$ cat config.mk
export PLATFORM = sky130hd
export DESIGN_NAME = baud_tick_gen
export DESIGN_NICKNAME = d
export VERILOG_FILES = /design/src/rtl/baud_pkg.sv /design/src/rtl/baud_ctrl.sv /design/src/rtl/baud_dp.sv /design/src/rtl/baud_tick_gen.sv
export SDC_FILE = /design/constraint.sdc
export NUM_CORES = 1
export LEC_CHECK = 0
export BUFFER_PORTS_ARGS = -buffer_cell sky130_fd_sc_hd__buf_2
export CAP_MARGIN = 20
export CORE_MARGIN = 2
export CORE_UTILIZATION = 34
export CTS_BUF_LIST = sky130_fd_sc_hd__clkbuf_16
export CTS_CLUSTER_SIZE = 8
export DETAILED_ROUTE_END_ITERATION = 6
export SYNTH_ARGS = -nofsm -noshare
export SYNTH_HDL_FRONTEND = slang
export SYNTH_HIERARCHICAL = 1
export SYNTH_SLANG_ARGS = --single-unit
$ cat constraint.sdc
create_clock -name clk -period 4.1 [get_ports clk]
set_input_delay 0.41 -clock clk [delete_from_list [all_inputs] [get_ports clk]]
set_output_delay 0.41 -clock clk [all_outputs]
set_load 0.02 [all_outputs]
$ cat src/rtl/baud_pkg.sv
package baud_pkg;

  // Strobes sent from the control side to the divide datapath.
  typedef struct packed {
    logic reload;  // restart the divide counter this edge
    logic step;    // one prescaled reference pulse
  } ctrlStrobe_t;

endpackage

$ cat src/rtl/baud_ctrl.sv
module baud_ctrl
  import baud_pkg::*;
#(
  parameter int DIV_W    = 16,
  parameter int SLOW_DIV = 4,
  parameter int FAST_DIV = 1
) (
  input  logic                 clk,
  input  logic                 rstN,
  input  logic                 wrLo,
  input  logic                 wrHi,
  input  logic [DIV_W/2-1:0]   wrData,
  input  logic                 hsEnable,
  output logic [DIV_W-2:0]     divCount,
  output logic                 fastSel,
  output ctrlStrobe_t          strobe
);

  localparam int BYTE_W  = DIV_W / 2;
  localparam int PRE_MAX = (SLOW_DIV > FAST_DIV) ? SLOW_DIV : FAST_DIV;
  localparam int PRE_W   = $clog2(PRE_MAX + 1);
  localparam logic [PRE_W-1:0] SLOW_LIM = PRE_W'(SLOW_DIV - 1);
  localparam logic [PRE_W-1:0] FAST_LIM = PRE_W'(FAST_DIV - 1);

  logic [BYTE_W-1:0] divLoQ;
  logic [BYTE_W-1:0] divHiQ;
  logic              hsQ;
  logic [PRE_W-1:0]  preCnt;
  logic [PRE_W-1:0]  preLimit;
  logic              reload;
  logic              preWrap;

  // Restart on any divisor write or any change of the high-speed input.
  assign reload   = wrLo | wrHi | (hsEnable != hsQ);
  assign fastSel  = hsQ & divHiQ[BYTE_W-1];
  assign preLimit = fastSel ? FAST_LIM : SLOW_LIM;
  assign preWrap  = (preCnt == preLimit);
  assign divCount = {divHiQ[BYTE_W-2:0], divLoQ};

  always_comb begin
    strobe        = '0;
    strobe.reload = reload;
    strobe.step   = preWrap & ~reload;
  end

  always_ff @(posedge clk) begin
    if (!rstN) begin
      divLoQ <= '0;
      divHiQ <= '0;
      hsQ    <= 1'b0;
    end else begin
      if (wrLo) divLoQ <= wrData;
      if (wrHi) divHiQ <= wrData;
      hsQ <= hsEnable;
    end
  end

  always_ff @(posedge clk) begin
    if (!rstN || reload) begin
      preCnt <= '0;
    end else if (preWrap) begin
      preCnt <= '0;
    end else begin
      preCnt <= preCnt + 1'b1;
    end
  end

endmodule

$ cat src/rtl/baud_dp.sv
module baud_dp
  import baud_pkg::*;
#(
  parameter int CNT_W = 15
) (
  input  logic              clk,
  input  logic              rstN,
  input  ctrlStrobe_t       strobe,
  input  logic [CNT_W-1:0]  divCount,
  output logic              tick
);

  localparam logic [CNT_W-1:0] ONE = CNT_W'(1);

  logic [CNT_W-1:0] cnt;
  logic             tickQ;
  logic             active;
  logic             terminal;

  assign active   = (divCount != '0);
  assign terminal = active && (cnt == divCount - ONE);
  assign tick     = tickQ;

  always_ff @(posedge clk) begin
    if (!rstN || strobe.reload) begin
      cnt   <= '0;
      tickQ <= 1'b0;
    end else begin
      tickQ <= strobe.step & terminal;
      if (strobe.step) begin
        if (terminal || !active) cnt <= '0;
        else                     cnt <= cnt + ONE;
      end
    end
  end

endmodule

$ cat src/rtl/baud_tick_gen.sv
module baud_tick_gen
  import baud_pkg::*;
#(
  parameter int DIV_W    = 16,
  parameter int SLOW_DIV = 4,
  parameter int FAST_DIV = 1
) (
  input  logic               clk,
  input  logic               rstN,
  input  logic               wrLo,
  input  logic               wrHi,
  input  logic [DIV_W/2-1:0] wrData,
  input  logic               hsEnable,
  output logic               tick
);

  localparam int CNT_W = DIV_W - 1;

  ctrlStrobe_t      strobe;
  logic [CNT_W-1:0] divCount;
  logic             fastSel;

  baud_ctrl #(
    .DIV_W(DIV_W), .SLOW_DIV(SLOW_DIV), .FAST_DIV(FAST_DIV)
  ) u_ctrl (
    .clk(clk), .rstN(rstN), .wrLo(wrLo), .wrHi(wrHi), .wrData(wrData),
    .hsEnable(hsEnable), .divCount(divCount), .fastSel(fastSel),
    .strobe(strobe)
  );

  baud_dp #(.CNT_W(CNT_W)) u_dp (
    .clk(clk), .rstN(rstN), .strobe(strobe), .divCount(divCount),
    .tick(tick)
  );

endmodule

**Word level (Yosys, flattened, before mapping)**

Cells that the tools add are included.

- Shifts and indexed selects: 0
- Div/mod/pow operators: 0
- Multipliers: 0
- Bitwise gates (word level): 6
- Magnitude comparators: 0
- Equality and inequality tests: 3
- Multiplexer cells: 2
- Reduce and logical (&&, ||, !) cells: 7
- Add/sub/neg operators: 3

Operators with widths:

| operator | number |
|---|---|
| 15-bit by 1-bit adder with 15-bit output (second input constant) | 1 |
| 15-bit equality test | 1 |
| 15-bit two-way mux | 1 |
| 15-bit nonzero test | 1 |
| 15-bit by 1-bit subtractor with 15-bit output (second input constant) | 1 |
| 3-bit by 1-bit adder with 3-bit output (second input constant) | 1 |
| 1-bit bitwise AND | 3 |
| 3-bit equality test | 1 |
| 1-bit zero test | 2 |
| 1-bit logical OR | 2 |
| 2-bit two-way mux | 1 |
| 1-bit bitwise OR | 2 |
| 2-bit OR reduction | 1 |
| 1-bit logical AND | 1 |
| 1-bit != test | 1 |
| 1-bit inverter | 1 |

- Bits of input ports: 13
- Memories: 0
- Output and inout port bits: 1
- ROM bits: 0
- Word-level logic and storage cells: 27
- Bits in latches: 0
- Memory bits (writable): 0
- Flip-flop bits (word level): 36

**Longest topological paths before layout**

Gate-level depths: netlist of the first run.

- Depth after elaboration: 5
- Depth in mapped cells: 11
- Depth with buffers taken out: 9

**Modules after synthesis**

Netlist of the first run, hierarchy kept.

By module, submodules not included:

| module | sequential area each (µm²) | instances | cells an instance | area each (µm²) |
|---|---|---|---|---|
| baud_dp | 320.3 | 1 | 186 | 1452.6 |
| baud_ctrl | 400.4 | 1 | 80 | 860.8 |

**Worst setup path after synthesis of the first run**

OpenSTA, ideal clock, no wires.

- Path kind: in2reg
- From: input wrLo
- To: register u_dp.cnt[13]
- Path buffers: 3
- Cell stages on the path: 10
- Required time: 4022 ps
- Setup time: 78 ps
- Data arrival time: 2565 ps
- Path slack: 1457 ps
- Path through: buf_6 -> or3_4 -> buf_6 -> nor3b_1 -> clkbuf_1 -> and3_1 -> nand4_1 -> or4_1 -> xor2_1 -> nor3_1

RTL lines:

| what | line | source |
|---|---|---|
| from (decl) | baud_tick_gen.sv:10 | `input logic wrLo,` |
| to (signal assigned) | baud_dp.sv:32 | `else cnt <= cnt + ONE;` |
| to (decl) | baud_dp.sv:15 | `logic [CNT_W-1:0] cnt;` |

**Final worst setup path of the first run**

- From: register u_ctrl.divLoQ[0]
- To: register u_dp.cnt[1]

- Word-level cells in the longest chain between the ends: 5
- Elaborated cells between the ends (all ways): 7
- Classes of those cells: add/sub (1); eq/ne (1); mux (1); reduce/logical (4)

Ends and longest elaborated chain:

| what | line | source |
|---|---|---|
| from (decl) | baud_ctrl.sv:25 | `logic [BYTE_W-1:0] divLoQ;` |
| from (signal assigned) | baud_ctrl.sv:52 | `if (wrLo) divLoQ <= wrData;` |
| 15-bit by 1-bit subtractor with 15-bit output | baud_dp.sv:21 | `assign terminal = active && (cnt == divCount - ONE);` |
| 15-bit equality test | baud_dp.sv:21 |  |
| 1-bit logical AND | baud_dp.sv:21 |  |
| 1-bit logical OR (*) | baud_dp.sv:31 | `if (terminal \|\| !active) cnt <= '0;` |
| 15-bit two-way mux (*) | baud_dp.sv:31 |  |

Mark *: on every way between the ends. The rest lies on a longest branch, timed or not.
A chain may end at the register's enable or synchronous reset.

==> results of run 1 <==
-- worst max-delay path, delay by kind of cell (launching register included) --
family	cells	cell delay, ns
AND/OR/NAND/NOR	4	1.48
flip-flops	1	0.50
buffers and inverters	1	0.11
adder cells (fa/ha/maj)	1	0.32
AO/OA/AOI/OAI	2	0.49
-- power by group through the flow --
stage	sequential, mW	combinational (mW)	clock (mW)
2_1_floorplan	0.375	0.120	0
4_1_cts	0.380	0.129	0.444
3_5_place_dp	0.388	0.128	0
5_1_grt	0.383	0.145	0.460
3_3_place_gp	0.388	0.128	0
6_report	0.380	0.130	0.437
-- registers in the layout (all words and copies together), names as in the netlist --
signal / flops
u_ctrl/preCnt: 3
u_ctrl/divHiQ: 8
u_dp/tick: 1
u_ctrl/divLoQ: 8
u_ctrl/hsQ: 1
u_dp/cnt: 15
-- how the worst max path moves through the flow --
stage | from | slack, ns | endpoint | cells past startpoint
after floorplan | wrLo | 1.46 | u_dp/cnt[13] | 10
after global placement | u_ctrl/divLoQ[0] | 1.16 | u_dp/cnt[13] | 8
after detailed placement | u_ctrl/divLoQ[0] | 1.09 | u_dp/cnt[1] | 8
after CTS | u_ctrl/divLoQ[0] | 1.08 | u_dp/cnt[12] | 8
after global routing | u_ctrl/divLoQ[0] | 0.78 | u_dp/cnt[12] | 8
final | u_ctrl/divLoQ[0] | 1.04 | u_dp/cnt[1] | 8
-- Yosys cell counts, types with 4 or more instances --
master    instances  area share [%]
ha_1              4             2.2
clkbuf_1          7             1.1
a211oi_1          5             1.6
dfxtp_1          36              31
or3_1             5             1.4
nand4_1           9             2.4
inv_1             5            0.81
mux2i_1          17             7.4
xnor2_1          15             5.7
nand2_1          14             2.3
xor2_1           18             6.8
buf_6             5             2.4
nor3_1           22             4.8
nor4_1            8             2.2
nor2_1           31             5.0
buf_4             8             2.6
-- metal layers --
| layer | vias up | global-route usage (%) | routed length, um |
|---|---|---|---|
| li1 | 939 | - | - |
| met1 | 852 | 19.2 | 2320 |
| met2 | 45 | 24.3 | 2320 |
| met3 | 11 | 2.76 | 206 |
| met4 | 0 | 6.11 | 128 |
| met5 | - | 0 | 0 |
-- cell type report --
| cell class | instances | share of cell area [%] |
|---|---|---|
| clock inverter | 3 | 1.70 |
| multi-input combinational | 201 | 56.6 |
| inverter | 6 | 0.902 |
| sequential | 36 | 28.9 |
| tap | 80 | 4.01 |
| timing repair buffer | 14 | 2.91 |
| clock buffer | 5 | 5.01 |
-- placed cells by master (no fill, tap or decap), drive strengths merged, types with 2 or more instances in the layout --
cell and instances:
xor2 18, nor3 22, a211oi 5, o21bai 3, nand2 14, and4 3
a311oi 2, nor2b 3, o21ai 5, or4 2, and2 3, dfxtp 36
nor2 31, or2 2, inv 5, a21oi 3, clkinv 2, nand4b 2
nand3 3, xnor2 15, or3 6, a2111oi 2, buf 14, mux2i 17
nand4 9, nor3b 2, clkbuf 5, nor4 10, ha 4
-- cells by family after synthesis --
logic type | synth area share [%]
buf+inv | 7.79
simple gates | 28.8
compound gates | 10.2
fa+ha+maj | 2.16
mux | 7.36
xor+xnor | 12.5
flops | 31.2
-- stage by stage --
stage,utilization [%],setup WS (ns)
3_3_place_gp,34.9,1.16
3_5_place_dp,34.9,1.09
4_1_cts,37.4,1.08
6_report,37.4,1.04
5_1_grt,37.4,0.777
2_1_floorplan,-,1.46
==> flow_metrics.py, run 1 <==
metrics = {
    "clocking": {
        "cts_resized": 0,
        "cts_tree": "done",
        "holdBufCountCts": 0,
        "clock_sinks": 36,
        "post_cts_buffers": 0,
        "worstSkewPairLatency_ns": 0.28,
        "clock-root-buffer": "clkbuf_16",
        "ctsHtreeMaxLevel": 2,
        "clkTransAtPathRegs_ns": 0.06,
        "cts_buffer_depth": 2,
        "cts_buffers": 5,
    },
    "floorplanning": {
        "start_util_pct": 34.6,
        "coreArea_sq_um": 6680,
        "fp.dieW_um": 86.5,
        "die_h_um": 86.5,
        "num_io_pins": 14,
        "num_rows": 30,
        "die_area_sq_um": 7480,
    },
    "power_and_ir_drop": {
        "p_sw_share_pct": 25.9,
        "power_density_nw_per_um2": 380,
        "p_leak_nw": 0.922,
        "finalPower_uw": 947,
        "p_switching_uw": 246,
        "p_int_uw": 702,
        "clkPwrFrac_pct": 46.2,
        "ir_worst_vdd_mv": 0.158,
        "p_comb_share_pct": 13.7,
        "p_seq_share_pct": 40.1,
    },
    "route": {
        "avgViaCountPerCell": 5.35,
        "drcViolationCount": 0,
        "drt-total-wl_um": 4970,
        "drtIter0Drc": 92,
        "drtPass1Iterations": 4,
        "routedWlPerCell_um": 14.4,
        "ant_nets": 0,
        "vias": 1847,
    },
    "yosys": {
        "ys_seq_elements": 36,
        "syn_area_per_cell_sq_um": 8.70,
        "syn_inst": 266,
        "yosysUniqueCellTypes": 55,
        "synth-edff-count": 0,
        "ys_seq_area_share_pct": 31.2,
        "syn-cell-area_sq_um": 2310,
        "yosysWarningCount": 6,
        "ys.flop_type": "dfxtp_1",
        "synth_nets": 283,
        "ys_async_sr_fraction_pct": 0,
    },
    "worst_setup_path": {
        "rrSetupSlack_ns": 1.04,
        "reg2reg_from": "u_ctrl/divLoQ[0]",
        "slowest_delay_ns": 0.62,
        "path_cells": "inv_1, ha_1, or3_1, or3_1, a311oi_2, o21ai_2, nor4_4, nor3_1",
        "critPathSlowestCell": "nor4_4",
        "critPathMostFrequentCell": "or3_1",
        "path_max_fanout": 14,
        "r2r.worst_path.cells": 8,
        "reg2reg_to": "u_dp/cnt[1]",
        "start_kind": "register",
        "endpoint_kind": "register",
        "cp.arrival_ns": 3.19,
        "required_ns": 4.23,
        "critPathKind": "register to register",
    },
    "placed_design": {
        "dp_hpwl_um": 3740,
        "place_area_sq_um": 2330,
        "io_buffer_count": 13,
        "gp_congestion": 0.829,
        "placed_cells": 337,
    },
    "layout": {
        "stdcell_area_sq_um": 2500,
        "drive_gt1_share_pct": 12.8,
        "num-fill-cells": 686,
        "seq_area_sq_um": 721,
        "multi_input_area_sq_um": 1410,
        "finalNonFillerCells": 345,
        "area_delta_synth_final_pct": 7.90,
        "final_nets": 281,
        "antenna_cells": 0,
    },
    "sta": {
        "finalSetupTns_ns": 0,
        "fin_crit_ns": 3.06,
        "setup_viol": 0,
        "finalClockSkew_ns": 0.00731,
        "hold_viol_final": 0,
        "timing.fmax_mhz": 327,
        "slew_violations": 0,
        "tightest_slew_ns": 0.937,
        "hold_ws_ns": 0.353,
        "slew_headroom_pct": 37.3,
        "rsz0062_at_grt": "false",
        "period_share_pct": 74.6,
    },
    "status": {
        "status": "complete, no violations",
    },
    "hold_path": {
        "min_to": "u_ctrl/hsQ",
        "hold_path_depth": 2,
        "hp-start": "hsEnable",
        "hold_path.class": "input pin to register",
    },
    "grt": {
        "grt_max_degree": 19,
        "grt_antenna_before_repair": 0,
        "grt.overflow.total": 0,
        "grt_pass1_wl_um": 8690,
        "grt_pass1_vias": 1730,
        "grt_usage_pct": 14.8,
    },
    "run": {
        "max-cap-violations": 0,
    },
}
(Power assumes the default switching activity.)
==> run 2, diff against run 1 <==
- clock period: 4.1 -> 3.15 ns (I/O delays scaled with it)
==> run 2 against run 1 <==
Against the previous run:
- critical path type unchanged
- sequential share of layout area is 0.072 points higher
- setup slack worse by 0.63 ns
- critical endpoint is now u_dp/cnt[12]
- non-clock buffer count is 3 higher
- first-iteration DRC count is 28% higher
- final cell count is 0.87% higher
- worst hold slack worse by 0.098 ns
- sequential power is 31% higher
- clock power is 8.2% higher
- highest routed layer unchanged
- global-route usage is 0.13 points lower
- fmax is 12% higher
- largest cell class unchanged
- largest power group is now registers
==> flow_metrics.py, run 2 (synthesis gave the netlist of run 1 again) <==
metrics = {
    "worst_setup_path": {
        "path_cells": "inv_1, ha_1, or3_1, or3_1, a311oi_2, o21ai_2, nor4_4, buf_4, nor3_1",
        "r2r.worst_path.cells": 9,
        "critPathMostFrequentCell": "or3_1",
        "cp.arrival_ns": 2.91,
        "critPathSlowestCell": "dfxtp_1",
        "start_kind": "register",
        "cpLargestDelayFamily": "simple AND/OR/NAND/NOR gates",
        "reg2reg_to": "u_dp/cnt[12]",
        "slowest_delay_ns": 0.52,
        "reg2reg_from": "u_ctrl/divLoQ[0]",
        "endpoint_kind": "register",
        "required_ns": 3.32,
        "rrSetupSlack_ns": 0.41,
        "critPathKind": "register to register",
        "path_max_fanout": 14,
        "crit_buf_inv": 2,
    },
    "route": {
        "drtIter0Drc": 118,
        "ant_nets": 0,
        "vias": 1846,
        "drt-total-wl_um": 5070,
        "routedWlPerCell_um": 14.6,
        "avgViaCountPerCell": 5.30,
        "drtPass1Iterations": 4,
        "drcViolationCount": 0,
    },
    "clocking": {
        "clkTransAtPathRegs_ns": 0.05,
        "clock_sinks": 36,
        "post_cts_buffers": 0,
        "cts_tree": "done",
        "worstSkewPairLatency_ns": 0.28,
        "cts_buffer_depth": 2,
        "holdBufCountCts": 0,
        "cts_buffers": 5,
        "ctsHtreeMaxLevel": 2,
        "cts_resized": 0,
        "clock-root-buffer": "clkbuf_16",
    },
    "placed_design": {
        "dp_hpwl_um": 3790,
        "gp_congestion": 0.843,
        "io_buffer_count": 13,
    },
    "layout": {
        "drive_gt1_share_pct": 13.4,
        "final_nets": 284,
        "most-common-layout-cells": "dfxtp_1 (36), nor2_1 (31), nor3_1 (22)",
        "top_regs": "u_dp/cnt (15), u_ctrl/divHiQ (8), u_ctrl/divLoQ (8)",
        "area_delta_synth_final_pct": 7.63,
        "final_core_utilization_pct": 37.3,
        "layout_commonest_cell": "dfxtp_1",
        "largest_reg_flops": 15,
        "regMostFlops": "u_dp/cnt",
        "antenna_cells": 0,
    },
    "hold_path": {
        "min_to": "u_ctrl/hsQ",
        "hp-start": "hsEnable",
        "hold_path.class": "input pin to register",
        "hold_path_depth": 2,
    },
    "sta": {
        "slew_violations": 0,
        "hold_viol_final": 0,
        "tightest_slew_ns": 0.593,
        "finalClockSkew_ns": 0.00316,
        "setup_viol": 0,
        "timing.fmax_mhz": 365,
        "fin_crit_ns": 2.74,
        "rsz0062_at_grt": "false",
        "period_share_pct": 87.0,
        "slew_headroom_pct": 60.1,
        "hold_ws_ns": 0.255,
        "finalSetupTns_ns": 0,
    },
    "grt": {
        "grt_pass1_wl_um": 8650,
        "grt_antenna_before_repair": 0,
        "grt_max_degree": 19,
        "grt_pass1_vias": 1707,
        "grt_usage_pct": 14.7,
        "grt.overflow.total": 0,
    },
    "floorplanning": {
        "coreArea_sq_um": 6680,
        "start_util_pct": 34.6,
        "die_area_sq_um": 7480,
        "die_h_um": 86.5,
        "fp.dieW_um": 86.5,
        "num_rows": 30,
        "num_io_pins": 14,
    },
    "power_and_ir_drop": {
        "p_leak_nw": 0.927,
        "power_density_nw_per_um2": 458,
        "finalPower_mw": 1.14,
        "ir_worst_vdd_mv": 0.266,
    },
    "run": {
        "max-cap-violations": 0,
    },
    "status": {
        "status": "complete, no violations",
    },
}
run 2: final cells by class:
cell class / instances / area (sq um)
clock buffers: 5 / 125
clock inverters: 3 / 13.8
well taps: 80 / 100
repair buffers: 17 / 95.1
inverters: 6 / 22.5
flip-flops and latches: 36 / 721
fillers: 694 / 4190
multi-input cells: 201 / 1410
run 2: worst register-to-register path: stages (launching register included):
cell and delay (ns):
dfxtp_1 0.52, inv_1 0.12, ha_1 0.32, or3_1 0.36, or3_1 0.37, a311oi_2 0.36
o21ai_2 0.12, nor4_4 0.13, buf_4 0.24, nor3_1 0.08
run 2: worst max-delay path by stage:
stage                     startpoint            to  slack [ns]  cells after the start
finish              u_ctrl/divLoQ[0]  u_dp/cnt[12]        0.41                      9
CTS                 u_ctrl/divLoQ[0]  u_dp/cnt[12]        0.42                      9
detailed placement  u_ctrl/divLoQ[0]  u_dp/cnt[12]        0.43                      9
floorplan                       wrLo  u_dp/cnt[13]        0.60                     10
global placement    u_ctrl/divLoQ[0]  u_dp/cnt[13]        0.51                      9
global route        u_ctrl/divLoQ[0]   u_dp/cnt[8]        0.23                      9
run 2: per-stage QoR:
stage               worst slack (ns)  std cells  area (sq um)
CTS                            0.421        348          2490
global route                   0.227        348          2490
floorplan                      0.602        266          2310
detailed placement             0.432        340          2350
global placement               0.506        340          2350
finish                         0.408        348          2490
run 2: metal layers:
| metal | vias to the layer above | part of all wire (%) | global-route usage [%] |
|---|---|---|---|
| li1 | 948 | - | - |
| met1 | 849 | 48 | 19.7 |
| met4 | 0 | 1.0 | 4.97 |
| met5 | - | 0 | 0 |
| met2 | 43 | 47 | 23.3 |
| met3 | 6 | 4.5 | 3.33 |
run 2: power by group:
| part | leakage [nW] | internal (mW) | switching, mW |
|---|---|---|---|
| Combinational | 0.563 | 0.0741 | 0.0964 |
| Sequential | 0.294 | 0.469 | 0.0264 |
| Clock | 0.0710 | 0.287 | 0.186 |
==> run 3, diff against run 2 <==
- MAX_ROUTING_LAYER: default -> met4
- SLEW_MARGIN: default -> 20
==> run 3 against run 2 <==
Against the previous run:
- combinational power about the same
- worst hold slack about the same
- setup slack improved by 0.00094 ns
- clock power is 0.8% higher
- wire length is 0.14% lower
- clock skew about the same
- critical path depth is the same
- sequential share of layout area stayed put
- register-to-register slack hardly changed
- final cell count is the same
- via count shrank 0.11%
- flip-flop and latch count unchanged
- largest cell class unchanged
- largest power group unchanged
==> flow_metrics.py, run 3 (synthesis gave the netlist of run 1 again) <==
metrics = {
    "layout": {
        "top_regs": "u_dp/cnt (15), u_ctrl/divHiQ (8), u_ctrl/divLoQ (8)",
        "num-fill-cells": 694,
        "final_nets": 284,
        "layout_commonest_cell": "dfxtp_1",
        "multi_input_area_sq_um": 1410,
        "regMostFlops": "u_dp/cnt",
        "antenna_cells": 0,
        "seq_area_sq_um": 721,
        "largest_reg_flops": 15,
        "most-common-layout-cells": "dfxtp_1 (36), nor2_1 (31), nor3_1 (22)",
        "final_core_utilization_pct": 37.3,
        "stdcell_area_sq_um": 2490,
        "drive_gt1_share_pct": 13.4,
        "area_delta_synth_final_pct": 7.63,
    },
    "sta": {
        "rsz0062_at_grt": "false",
        "slew_headroom_pct": 59.5,
        "finalClockSkew_ns": 0.00338,
        "timing.fmax_mhz": 365,
        "finalSetupTns_ns": 0,
        "slew_violations": 0,
        "period_share_pct": 87.0,
        "setup_slack_ns": 0.409,
        "tightest_slew_ns": 0.602,
        "hold_viol_final": 0,
        "setup_viol": 0,
        "fin_crit_ns": 2.74,
    },
    "power_and_ir_drop": {
        "p_comb_share_pct": 14.9,
        "p_leak_nw": 0.927,
        "p_sw_share_pct": 27.3,
        "power_density_nw_per_um2": 459,
        "clkPwrFrac_pct": 41.8,
        "p_switching_uw": 312,
        "ir_worst_vdd_mv": 0.266,
        "finalPower_mw": 1.14,
        "p_int_uw": 830,
        "p_seq_share_pct": 43.4,
    },
    "clocking": {
        "post_cts_buffers": 0,
        "cts_buffers": 5,
        "worstSkewPairLatency_ns": 0.28,
        "cts_tree": "done",
        "cts_resized": 0,
        "ctsHtreeMaxLevel": 2,
        "holdBufCountCts": 0,
        "clock_sinks": 36,
        "clkTransAtPathRegs_ns": 0.06,
        "clock-root-buffer": "clkbuf_16",
        "cts_buffer_depth": 2,
    },
    "floorplanning": {
        "coreArea_sq_um": 6680,
        "start_util_pct": 34.6,
        "die_area_sq_um": 7480,
        "die_h_um": 86.5,
        "num_io_pins": 14,
        "fp.dieW_um": 86.5,
        "num_rows": 30,
    },
    "worst_setup_path": {
        "rrSetupSlack_ns": 0.41,
        "start_kind": "register",
        "r2r.worst_path.cells": 9,
        "required_ns": 3.32,
        "path_max_fanout": 14,
        "endpoint_kind": "register",
        "crit_start": "u_ctrl/divLoQ[0]",
        "cp.arrival_ns": 2.91,
        "reg2reg_from": "u_ctrl/divLoQ[0]",
        "reg2reg_to": "u_dp/cnt[12]",
        "critPathKind": "register to register",
    },
    "route": {
        "drtPass1Iterations": 4,
        "drt-total-wl_um": 5060,
        "drcViolationCount": 0,
        "drtIter0Drc": 143,
        "avgViaCountPerCell": 5.30,
        "routedWlPerCell_um": 14.5,
        "ant_nets": 0,
        "vias": 1844,
    },
    "hold_path": {
        "min_to": "u_ctrl/hsQ",
        "hp-start": "hsEnable",
        "hold_path.class": "input pin to register",
        "hold_path_depth": 2,
    },
    "grt": {
        "grt.overflow.total": 0,
        "grt_usage_pct": 15.2,
        "grt_antenna_before_repair": 0,
        "grt_pass1_vias": 1702,
        "grt_max_degree": 19,
        "grt_pass1_wl_um": 8700,
    },
    "status": {
        "status": "complete, no violations",
    },
    "placed_design": {
        "dp_hpwl_um": 3790,
        "place_ws_ns": 0.432,
        "gp_congestion": 0.856,
        "place_area_sq_um": 2350,
        "io_buffer_count": 13,
    },
    "run": {
        "max-cap-violations": 0,
    },
}
## run 3: per-stage QoR
step | hold slack [ns] | std cells
floorplan | 0.437 | 266
global placement | 0.507 | 340
detailed placement | 0.522 | 340
CTS | 0.250 | 348
global route | 0.286 | 348
finish | 0.255 | 348
## run 3: worst max-delay path, cell delays in order (launching register included)
cell      delay [ns]
dfxtp_1         0.51
inv_1           0.12
ha_1            0.33
or3_1           0.36
or3_1           0.37
a311oi_2        0.36
o21ai_2         0.12
nor4_4          0.13
buf_4           0.24
nor3_1          0.08
## run 3: area by class of cell
type	instances	share of cell area (%)
clock buffers	5	5.03
multi-input cells	201	56.7
well taps	80	4.02
inverters	6	0.905
repair buffers	17	3.82
flip-flops and latches	36	28.9
clock inverters	3	0.553
## run 3: power by group through the flow
stage | Combinational (mW) | Sequential, mW | Clock (mW)
after floorplan | 0.156 | 0.489 | 0
after detailed placement | 0.168 | 0.505 | 0
after global routing | 0.190 | 0.498 | 0.510
after global placement | 0.169 | 0.505 | 0
final | 0.170 | 0.496 | 0.477
after CTS | 0.169 | 0.495 | 0.490
## run 3: metal layers
| layer | share of wire [%] | GRT usage (%) |
|---|---|---|
| met5 | 0 | - |
| met4 | 0.55 | 4.97 |
| met3 | 3.4 | 3.62 |
| met2 | 47 | 23.1 |
| met1 | 49 | 19.9 |
## run 3: how the worst max path moves through the flow
| stage | endpoint | cells past startpoint |
|---|---|---|
| after floorplan | u_dp/cnt[13] | 10 |
| after global placement | u_dp/cnt[13] | 9 |
| after detailed placement | u_dp/cnt[12] | 9 |
| after CTS | u_dp/cnt[12] | 9 |
| after global routing | u_dp/cnt[8] | 9 |
| final | u_dp/cnt[12] | 9 |
